### src/rtl/eq_pkg.sv
package eq_pkg;
    localparam int SMP_W      = 8;
    localparam int COEF_W     = 7;
    localparam int POS_W      = 5;
    localparam int IDX_W      = 4;
    localparam int NPOS       = 20;
    localparam int CTR_POS    = 10;
    localparam int CTR_COEF   = 64;
    localparam int FRAC_SH    = 6;
    localparam int MAX_PROG   = 10;
    localparam int PROD_W     = SMP_W + COEF_W;
    localparam int ACC_W      = PROD_W + $clog2(MAX_PROG + 2);
    localparam int ROUND_HALF = 1 << (FRAC_SH - 1);
    localparam int SMP_MAX    = (1 << (SMP_W - 1)) - 1;
    localparam int SMP_MIN    = -(1 << (SMP_W - 1));

    typedef logic signed [SMP_W-1:0]  smp_t;
    typedef logic signed [COEF_W-1:0] coef_t;
    typedef logic        [POS_W-1:0]  pos_t;
    typedef logic signed [ACC_W-1:0]  acc_t;

    typedef struct packed {
        pos_t  pos;
        coef_t coef;
    } tap_cfg_t;

    function automatic smp_t round_sat(input acc_t a);
        acc_t r;
        r = (a + acc_t'(ROUND_HALF)) >>> FRAC_SH;
        if (r > acc_t'(SMP_MAX))
            return smp_t'(SMP_MAX);
        else if (r < acc_t'(SMP_MIN))
            return smp_t'(SMP_MIN);
        return smp_t'(r);
    endfunction
endpackage

### src/rtl/eq_coef_bank.sv
module eq_coef_bank
    import eq_pkg::*;
#(
    parameter int NPROG = 10
) (
    input  logic             clk,
    input  logic             rst,
    input  logic             we,
    input  logic [IDX_W-1:0] idx,
    input  tap_cfg_t         wdata,
    output tap_cfg_t         cfg [NPROG]
);
    for (genvar i = 0; i < NPROG; i++) begin : g_tap
        always_ff @(posedge clk) begin
            if (rst) begin
                cfg[i].pos  <= '1;
                cfg[i].coef <= '0;
            end else if (we && idx == IDX_W'(i)) begin
                cfg[i] <= wdata;
            end
        end
    end
endmodule

### src/rtl/eq_delay_line.sv
module eq_delay_line
    import eq_pkg::*;
(
    input  logic clk,
    input  logic rst,
    input  logic en,
    input  smp_t din,
    output smp_t line [NPOS]
);
    always_ff @(posedge clk) begin
        if (rst)
            line[0] <= '0;
        else if (en)
            line[0] <= din;
    end

    for (genvar k = 1; k < NPOS; k++) begin : g_sec
        always_ff @(posedge clk) begin
            if (rst)
                line[k] <= '0;
            else if (en)
                line[k] <= line[k-1];
        end
    end
endmodule

### src/rtl/eq_tap_mac.sv
module eq_tap_mac
    import eq_pkg::*;
#(
    parameter int NPROG = 10,
    parameter int NLOW  = 5
) (
    input  smp_t     line [NPOS],
    input  tap_cfg_t cfg  [NPROG],
    input  logic     rate_half,
    output acc_t     sum
);
    acc_t prod [NPROG];

    for (genvar i = 0; i < NPROG; i++) begin : g_mul
        smp_t sel;
        logic live;

        always_comb begin
            sel = '0;
            for (int k = 0; k < NPOS; k++)
                if (cfg[i].pos == POS_W'(k))
                    sel = line[k];
        end

        if (i < NLOW) begin : g_always
            assign live = 1'b1;
        end else begin : g_upper
            assign live = rate_half;
        end

        assign prod[i] = live ? acc_t'(sel) * acc_t'($signed(cfg[i].coef)) : '0;
    end

    always_comb begin
        sum = acc_t'(line[CTR_POS]) * acc_t'(CTR_COEF);
        for (int i = 0; i < NPROG; i++)
            sum = sum + prod[i];
    end
endmodule

### src/rtl/sparse_tap_eq.sv
module sparse_tap_eq
    import eq_pkg::*;
#(
    parameter int NPROG = 10,
    parameter int NLOW  = 5
) (
    input  logic              clk,
    input  logic              rst,
    input  logic              smp_en,
    input  logic              rate_half,
    input  logic [SMP_W-1:0]  din,
    input  logic              cfg_we,
    input  logic [IDX_W-1:0]  cfg_tap,
    input  logic [POS_W-1:0]  cfg_pos,
    input  logic [COEF_W-1:0] cfg_coef,
    output logic [SMP_W-1:0]  dout
);
    smp_t     line [NPOS];
    tap_cfg_t cfg  [NPROG];
    tap_cfg_t wdata;
    acc_t     mac_sum;
    smp_t     out_q;

    assign wdata.pos  = cfg_pos;
    assign wdata.coef = coef_t'(cfg_coef);

    eq_coef_bank #(.NPROG(NPROG)) u_bank (
        .clk   (clk),
        .rst   (rst),
        .we    (cfg_we),
        .idx   (cfg_tap),
        .wdata (wdata),
        .cfg   (cfg)
    );

    eq_delay_line u_line (
        .clk  (clk),
        .rst  (rst),
        .en   (smp_en),
        .din  (smp_t'(din)),
        .line (line)
    );

    eq_tap_mac #(.NPROG(NPROG), .NLOW(NLOW)) u_mac (
        .line      (line),
        .cfg       (cfg),
        .rate_half (rate_half),
        .sum       (mac_sum)
    );

    always_ff @(posedge clk) begin
        if (rst)
            out_q <= '0;
        else if (smp_en)
            out_q <= round_sat(mac_sum);
    end

    assign dout = out_q;
endmodule

### config.mk
export PLATFORM = sky130hd
export DESIGN_NAME = sparse_tap_eq
export DESIGN_NICKNAME = d
export VERILOG_FILES = /design/src/rtl/eq_pkg.sv /design/src/rtl/eq_coef_bank.sv /design/src/rtl/eq_delay_line.sv /design/src/rtl/eq_tap_mac.sv /design/src/rtl/sparse_tap_eq.sv
export SDC_FILE = /design/constraint.sdc
export NUM_CORES = 2
export LEC_CHECK = 0
export BUFFER_PORTS_ARGS = -buffer_cell sky130_fd_sc_hd__buf_2
export CORE_UTILIZATION = 25
export CTS_BUF_LIST = sky130_fd_sc_hd__clkbuf_2 sky130_fd_sc_hd__clkbuf_4 sky130_fd_sc_hd__clkbuf_8
export DETAILED_ROUTE_END_ITERATION = 8
export GPL_TIMING_DRIVEN = 1
export SETUP_SLACK_MARGIN = 0.2
export SYNTH_ARGS = -nofsm -noshare
export SYNTH_HDL_FRONTEND = slang
export SYNTH_SLANG_ARGS = --single-unit
### constraint.sdc
create_clock -name clk -period 12.3 [get_ports clk]
set_clock_uncertainty 0.2 [all_clocks]
set_input_delay 1.23 -clock clk [delete_from_list [all_inputs] [get_ports clk]]
set_output_delay 1.23 -clock clk [all_outputs]
set_load 0.005 [all_outputs]
## Yosys cells after proc, flatten, opt, wreduce, memory -nomap -nowiden

Cells that the tools add are included.

| storage, ports and cells | value |
|---|---|
| flip-flop bits (word level) | 288 |
| input port bits | 29 |
| output and inout bits | 8 |
| word-level logic and storage cells | 496 |

| cells by class | value |
|---|---|
| $add $sub $neg | 11 |
| $mul | 10 |
| $lt $le $gt $ge | 2 |
| equality and inequality tests | 199 |
| mux-type cells | 212 |
| reductions and logical operators | 21 |

Operator list:

| kind | count |
|---|---|
| two-way mux 8 bit | 203 |
| == test 5 x 4 -> 1 bit, second input constant | 80 |
| == test 5 x 3 -> 1 bit, second input constant | 40 |
| == test 5 bit, second input constant | 40 |
| adder 19 bit | 9 |
| multiplier 8 x 7 -> 15 bit | 10 |
| == test 5 x 2 -> 1 bit, second input constant | 20 |
| two-way mux 19 bit | 5 |
| == test 5 x 1 -> 1 bit, second input constant | 10 |
| logical NOT 5 bit | 10 |
| adder 19 x 7 -> 19 bit, second input constant | 1 |
| adder 14 x 15 -> 16 bit | 1 |
| == test 4 x 3 -> 1 bit, second input constant | 4 |
| greater-than comparator 13 x 8 -> 1 bit, second input constant | 1 |
| less-than comparator 13 x 8 -> 1 bit, second input constant | 1 |
| logical AND 1 bit | 10 |
| == test 4 x 2 -> 1 bit, second input constant | 2 |
| == test 4 bit, second input constant | 2 |
| == test 4 x 1 -> 1 bit, second input constant | 1 |
| logical NOT 4 bit | 1 |
| two-way mux 1 bit | 4 |

## Depth between registers and ports, before layout

| depth | value |
|---|---|
| word-level depth | 39 |
| mapped depth | 53 |
| gate-level depth less buffers | 52 |

## Hierarchy

From an unflattened synthesis, not the netlist that was laid out.

| second synthesis, totals | value |
|---|---|
| cells, all modules | 6425 |
| area, all modules | 53672.7 sq um |

Modules (own cells, without submodules):

| module | instances | cells each | area an instance (sq um) | seq. area each (sq um) |
|---|---|---|---|---|
| eq_tap_mac | 1 | 5401 | 42657.2 | 0.0 |
| eq_delay_line | 1 | 516 | 5693.0 | 3203.1 |
| eq_coef_bank | 1 | 420 | 4601.9 | 2402.3 |
| sparse_tap_eq | 1 | 88 | 720.7 | 160.2 |

## Least setup slack after synthesis

Ideal clock, no wire load.

| path | value |
|---|---|
| kind | register to register |
| start point | register u_bank.cfg[44] (netlist name) |
| end point | register out_q[3], in the netlist dout[3] |
| setup time | 95 ps |
| arrival | 10880 ps |
| data required time | 12005 ps |
| slack | 1125 ps |
| cell stages (with the launch flop) | 50 |
| path buffers | 4 |
| clock period less this slack | 11175 ps |
| path through | dfxtp_1 clkbuf_1 buf_1 clkbuf_1 mux4_2 a222oi_1 o211ai_1 o22ai_1 o21a_1 nand2b_1 fa_1 fa_1 inv_1 fa_1 inv_1 fa_1 inv_1 ha_1 [... 14 more ...] fa_1 fa_1 inv_1 fa_1 inv_1 ha_1 clkbuf_1 nand3_1 nor2_1 a311oi_1 o21ai_0 mux2i_1 o31a_1 nand4_1 o41ai_4 and3_2 nand2_1 o311ai_1 |

| on the way | value |
|---|---|
| longest elaborated chain between the ends | 34 |
| elaborated cells between the ends (all ways) | 55 |
| classes of those cells | 5 x add/sub; 1 x mul; 2 x order compare; 19 x eq/ne; 27 x mux; 1 x reduce/logical |

Ends and longest elaborated chain:

| what | line | source |
|---|---|---|
| logical NOT 5 bit | eq_tap_mac.sv:21 | `if (cfg[i].pos == POS_W'(k))` |
| two-way mux 8 bit (19 in series) | eq_tap_mac.sv:21 |  |
| two-way mux 8 bit * | eq_tap_mac.sv:21 |  |
| multiplier 8 x 7 -> 15 bit * | eq_tap_mac.sv:31 | `assign prod[i] = live ? acc_t'(sel) * acc_t'($signed(cfg[i].coef)) : '0;` |
| two-way mux 19 bit * | eq_tap_mac.sv:31 |  |
| adder 19 bit * (4 in series) | eq_tap_mac.sv:37 | `sum = sum + prod[i];` |
| adder 19 x 7 -> 19 bit * | eq_pkg.sv:29 | `r = (a + acc_t'(ROUND_HALF)) >>> FRAC_SH;` |
| less-than comparator 13 x 8 -> 1 bit | eq_pkg.sv:32 | `else if (r < acc_t'(SMP_MIN))` |
| two-way mux 1 bit | eq_pkg.sv:32 |  |
| two-way mux 1 bit | eq_pkg.sv:30 | `if (r > acc_t'(SMP_MAX))` |
| two-way mux 1 bit | sparse_tap_eq.sv:54 | `else if (smp_en)` |
| two-way mux 1 bit | sparse_tap_eq.sv:52 | `if (rst)` |
| two-way mux 8 bit * | eq_pkg.sv:34 | `return smp_t'(r);` |
| to (signal assigned) | sparse_tap_eq.sv:55 | `out_q <= round_sat(mac_sum);` |
| to (decl) | sparse_tap_eq.sv:22 | `smp_t out_q;` |

Mark *: on every way between the ends. The rest lies on a longest branch, timed or not. The select of a mux whose other input is x is not followed.
A chain may end at the register's enable or synchronous reset.

## Worst setup path after layout

| path | value |
|---|---|
| start point | register u_bank.cfg[67] (netlist name) |
| end point | register out_q[3], in the netlist dout[3] |

| on the way | value |
|---|---|
| longest elaborated chain between the ends | 35 |
| elaborated cells between the ends (all ways) | 56 |
| classes of those cells | 7 x add/sub; 1 x mul; 2 x order compare; 19 x eq/ne; 26 x mux; 1 x reduce/logical |

Ends and longest elaborated chain:

| what | line |
|---|---|
| logical NOT 5 bit | eq_tap_mac.sv:21 |
| two-way mux 8 bit (19 in series) | eq_tap_mac.sv:21 |
| two-way mux 8 bit * | eq_tap_mac.sv:21 |
| multiplier 8 x 7 -> 15 bit * | eq_tap_mac.sv:31 |
| adder 19 bit * (6 in series) | eq_tap_mac.sv:37 |
| adder 19 x 7 -> 19 bit * | eq_pkg.sv:29 |
| less-than comparator 13 x 8 -> 1 bit | eq_pkg.sv:32 |
| two-way mux 1 bit | eq_pkg.sv:32 |
| two-way mux 1 bit | eq_pkg.sv:30 |
| two-way mux 1 bit | sparse_tap_eq.sv:54 |
| two-way mux 1 bit | sparse_tap_eq.sv:52 |
| two-way mux 8 bit * | eq_pkg.sv:34 |

Marked as above.

==> impl_metrics.json <==
{
  "die_h_um": 454,
  "dieArea_sq_um": 206000,
  "post-dp-hpwl_um": 225000,
  "cts_tree": "built",
  "num-fill-cells": 21700,
  "ff_latch_area_sq_um": 5870,
  "synth_fp_nets": 7401,
  "use_met1_pct": 35.9,
  "overflow": 0,
  "r2r-end": "dout[3]",
  "r2r_slack_ns": 0.47,
  "power_density_nw_per_um2": 42.8,
  "reg2reg_depth": 46,
  "cts_inserted_buffers": 61,
  "place_ws_ns": -0.143,
  "async_reset_ff_share_pct": 0,
  "place.gp.congestion": 1.16,
  "antenna_left": 0,
  "ys_warn_count": 0,
  "antenna_found_initial": 48,
  "avgViaCountPerCell": 5.63,
  "start_kind": "flop",
  "finalPower_mw": 2.70,
  "cp_common_cell": "fa_1",
  "syn-cell-area_sq_um": 51200,
  "clock_sinks": 288,
  "detail_route.wl_per_cell_um": 30.1,
  "grtUsageTotal_pct": 27.9,
  "outcome": "finished, violations left",
  "vias": 55100,
  "violations": "DRC",
  "synth_seq_cells": 288,
  "synth-edff-count": 0,
  "crit_required_ns": 12.78,
  "cts_buffer_depth": 3,
  "max_cap_viol_count": 0,
  "drive_above_1_share_pct": 20.7,
  "io_buffers": 36,
  "drtPass1Iterations": 9,
  "critPathArrivalTime_ns": 12.31,
  "layout_commonest_cell": "inv_1",
  "gr-usage-met2_pct": 38.9,
  "holdPathEnd": "u_bank.cfg[78]",
  "syn_to_final_growth_pct": 23.2,
  "root_buffer": "clkbuf_8",
  "relSlewSlack_pct": 4.82,
  "tns_ns": 0,
  "fin_crit_ns": 11.83,
  "io_pins": 37,
  "regToRegStartpoint": "u_bank.cfg[67]",
  "final_cell_area_sq_um": 63000,
  "whs_ns": 0.289,
  "worstSetupPathType": "reg -> reg",
  "core-area_sq_um": 203000,
  "clk_pin_slew_ns": 0.06,
  "rows": 165,
  "htree_levels": 2,
  "drt_iter0_drc": 8550,
  "clock_latency_ns": 0.84,
  "drc": 1,
  "hold_viol_final": 0,
  "max_freq_mhz": 84.5,
  "dp_cells": 9585,
  "max_stage_delay_ns": 0.65,
  "postSynthCellCount": 6458,
  "crit_path_end_kind": "flop",
  "grt_pass1_wl_um": 407000,
  "utilization_pct": 31.1,
  "post_synth_num_cell_types": 103,
  "hold_class": "reg -> reg",
  "fin_crit_sh_pct": 96.2,
  "start_util_pct": 25.2,
  "fin_nets": 7968,
  "slew_viol_final": 0,
  "layout_common_cells": "inv_1, buf_4, nand2_1, fa_1, nor2_1",
  "setup_ws_ns": 0.467,
  "multi_input_area_sq_um": 41000,
  "instances_no_fill": 9797,
  "ir_worst_vdd_mv": 0.103,
  "grtUsageMet3_pct": 10.3,
  "final-setup-viol-count": 0,
  "crit_slowest_cell": "fa_2",
  "postRouteWirelength_um": 295000,
  "grt_busiest_layer": "met2",
  "worst_pin_slew_ns": 1.39,
  "syn-mean-instance-area_sq_um": 7.92,
  "p_leak_nw": 28.3,
  "rsz0062_at_grt": "yes",
  "min_path_cells": 2,
  "fp.dieW_um": 454,
  "placed_area_sq_um": 60100,
  "cp_max_fo": 5,
  "yosysSeqAreaShare_pct": 11.3,
  "grt_max_degree": 83,
  "synth-main-ff-cell": "dfxtp_1",
  "hold_start": "u_bank.cfg[78]",
  "grt_pass1_vias": 53100
}
layout make-up:
type / count / area share [%]
antenna: 49 / 0.195
sequential: 288 / 9.31
multi-input combinational: 4780 / 65.0
timing repair buffer: 968 / 12.3
clock inverter: 29 / 0.552
clock buffer: 85 / 1.77
tap: 2672 / 5.30
inverter: 926 / 5.52
cell families after synthesis:
| family | share of synthesized area, % |
|---|---|
| xor gates and xnor gates | 2.86 |
| muxes | 8.92 |
| DFF | 11.3 |
| buffers and inverters | 10.3 |
| adders and majority gates | 31.0 |
| AOI/OAI and AO/OA | 17.0 |
| and+or+nand+nor | 18.7 |
registers in the layout (all words and copies together) (netlist names):
name / flops
u_line.line: 160
u_bank.cfg: 120
dout: 8
repair_timing:
action | CTS | global route
pin swaps | 1 | 84
hold buffers | 0 | 0
buffers inserted | 0 | 47
setup endpoints to repair | 8 | 8
cloned | 0 | 2
resized for setup | 42 | 256
Yosys cell counts, types with 35 or more instances:
master / n / area [sq um]
a211oi_1: 38 / 285
nand2b_1: 80 / 500
o21ai_0: 240 / 1200
xnor2_1: 145 / 1270
mux2i_1: 295 / 2950
mux2_2: 38 / 428
buf_1: 62 / 233
nor3_1: 75 / 375
mux4_2: 51 / 1150
nor2_1: 550 / 2060
clkbuf_1: 380 / 1430
a21oi_1: 332 / 1660
and2_1: 268 / 1680
inv_1: 921 / 3460
nand2_1: 651 / 2440
nor2b_1: 109 / 682
a222oi_1: 35 / 350
nand3_1: 104 / 521
a31oi_1: 52 / 325
dfxtp_1: 288 / 5770
o22ai_1: 60 / 375
ha_1: 327 / 4090
fa_1: 587 / 11800
a21o_1: 35 / 263
a221oi_1: 69 / 604
nand4_1: 37 / 231
a22oi_1: 142 / 1070
critical path: cells and delay by family, from the launching register on:
family / cells / cell delay, ns
adder cells (fa/ha/maj): 11 / 5.04
AO/OA/AOI/OAI: 14 / 3.00
AND/OR/NAND/NOR: 9 / 1.27
buffers and inverters: 10 / 1.03
multiplexers: 1 / 0.60
flip-flops: 1 / 0.44
XOR/XNOR: 1 / 0.08
worst max-delay path by stage:
stage                    startpoint       to  cells after the start
global placement     u_bank.cfg[58]  dout[3]                     47
finish               u_bank.cfg[67]  dout[3]                     46
CTS                  u_bank.cfg[19]  dout[3]                     50
floorplan            u_bank.cfg[44]  dout[3]                     49
global route        u_bank.cfg[115]  dout[3]                     49
detailed placement  u_line.line[99]  dout[3]                     48
per-layer routing:
| metal | share of wire (%) | wire (um) |
|---|---|---|
| met5 | 0.073 | 216 |
| met4 | 7.7 | 22600 |
| met3 | 13 | 38900 |
| met2 | 40 | 117000 |
| met1 | 39 | 116000 |
report_power, final:
part | total [mW] | internal, mW | switching, mW | leakage [nW]
sequential | 0.979 | 0.944 | 0.0353 | 2.33
combinational | 0.400 | 0.138 | 0.262 | 25.2
clock | 1.32 | 0.737 | 0.584 | 0.763
(Power assumes the default switching activity.)
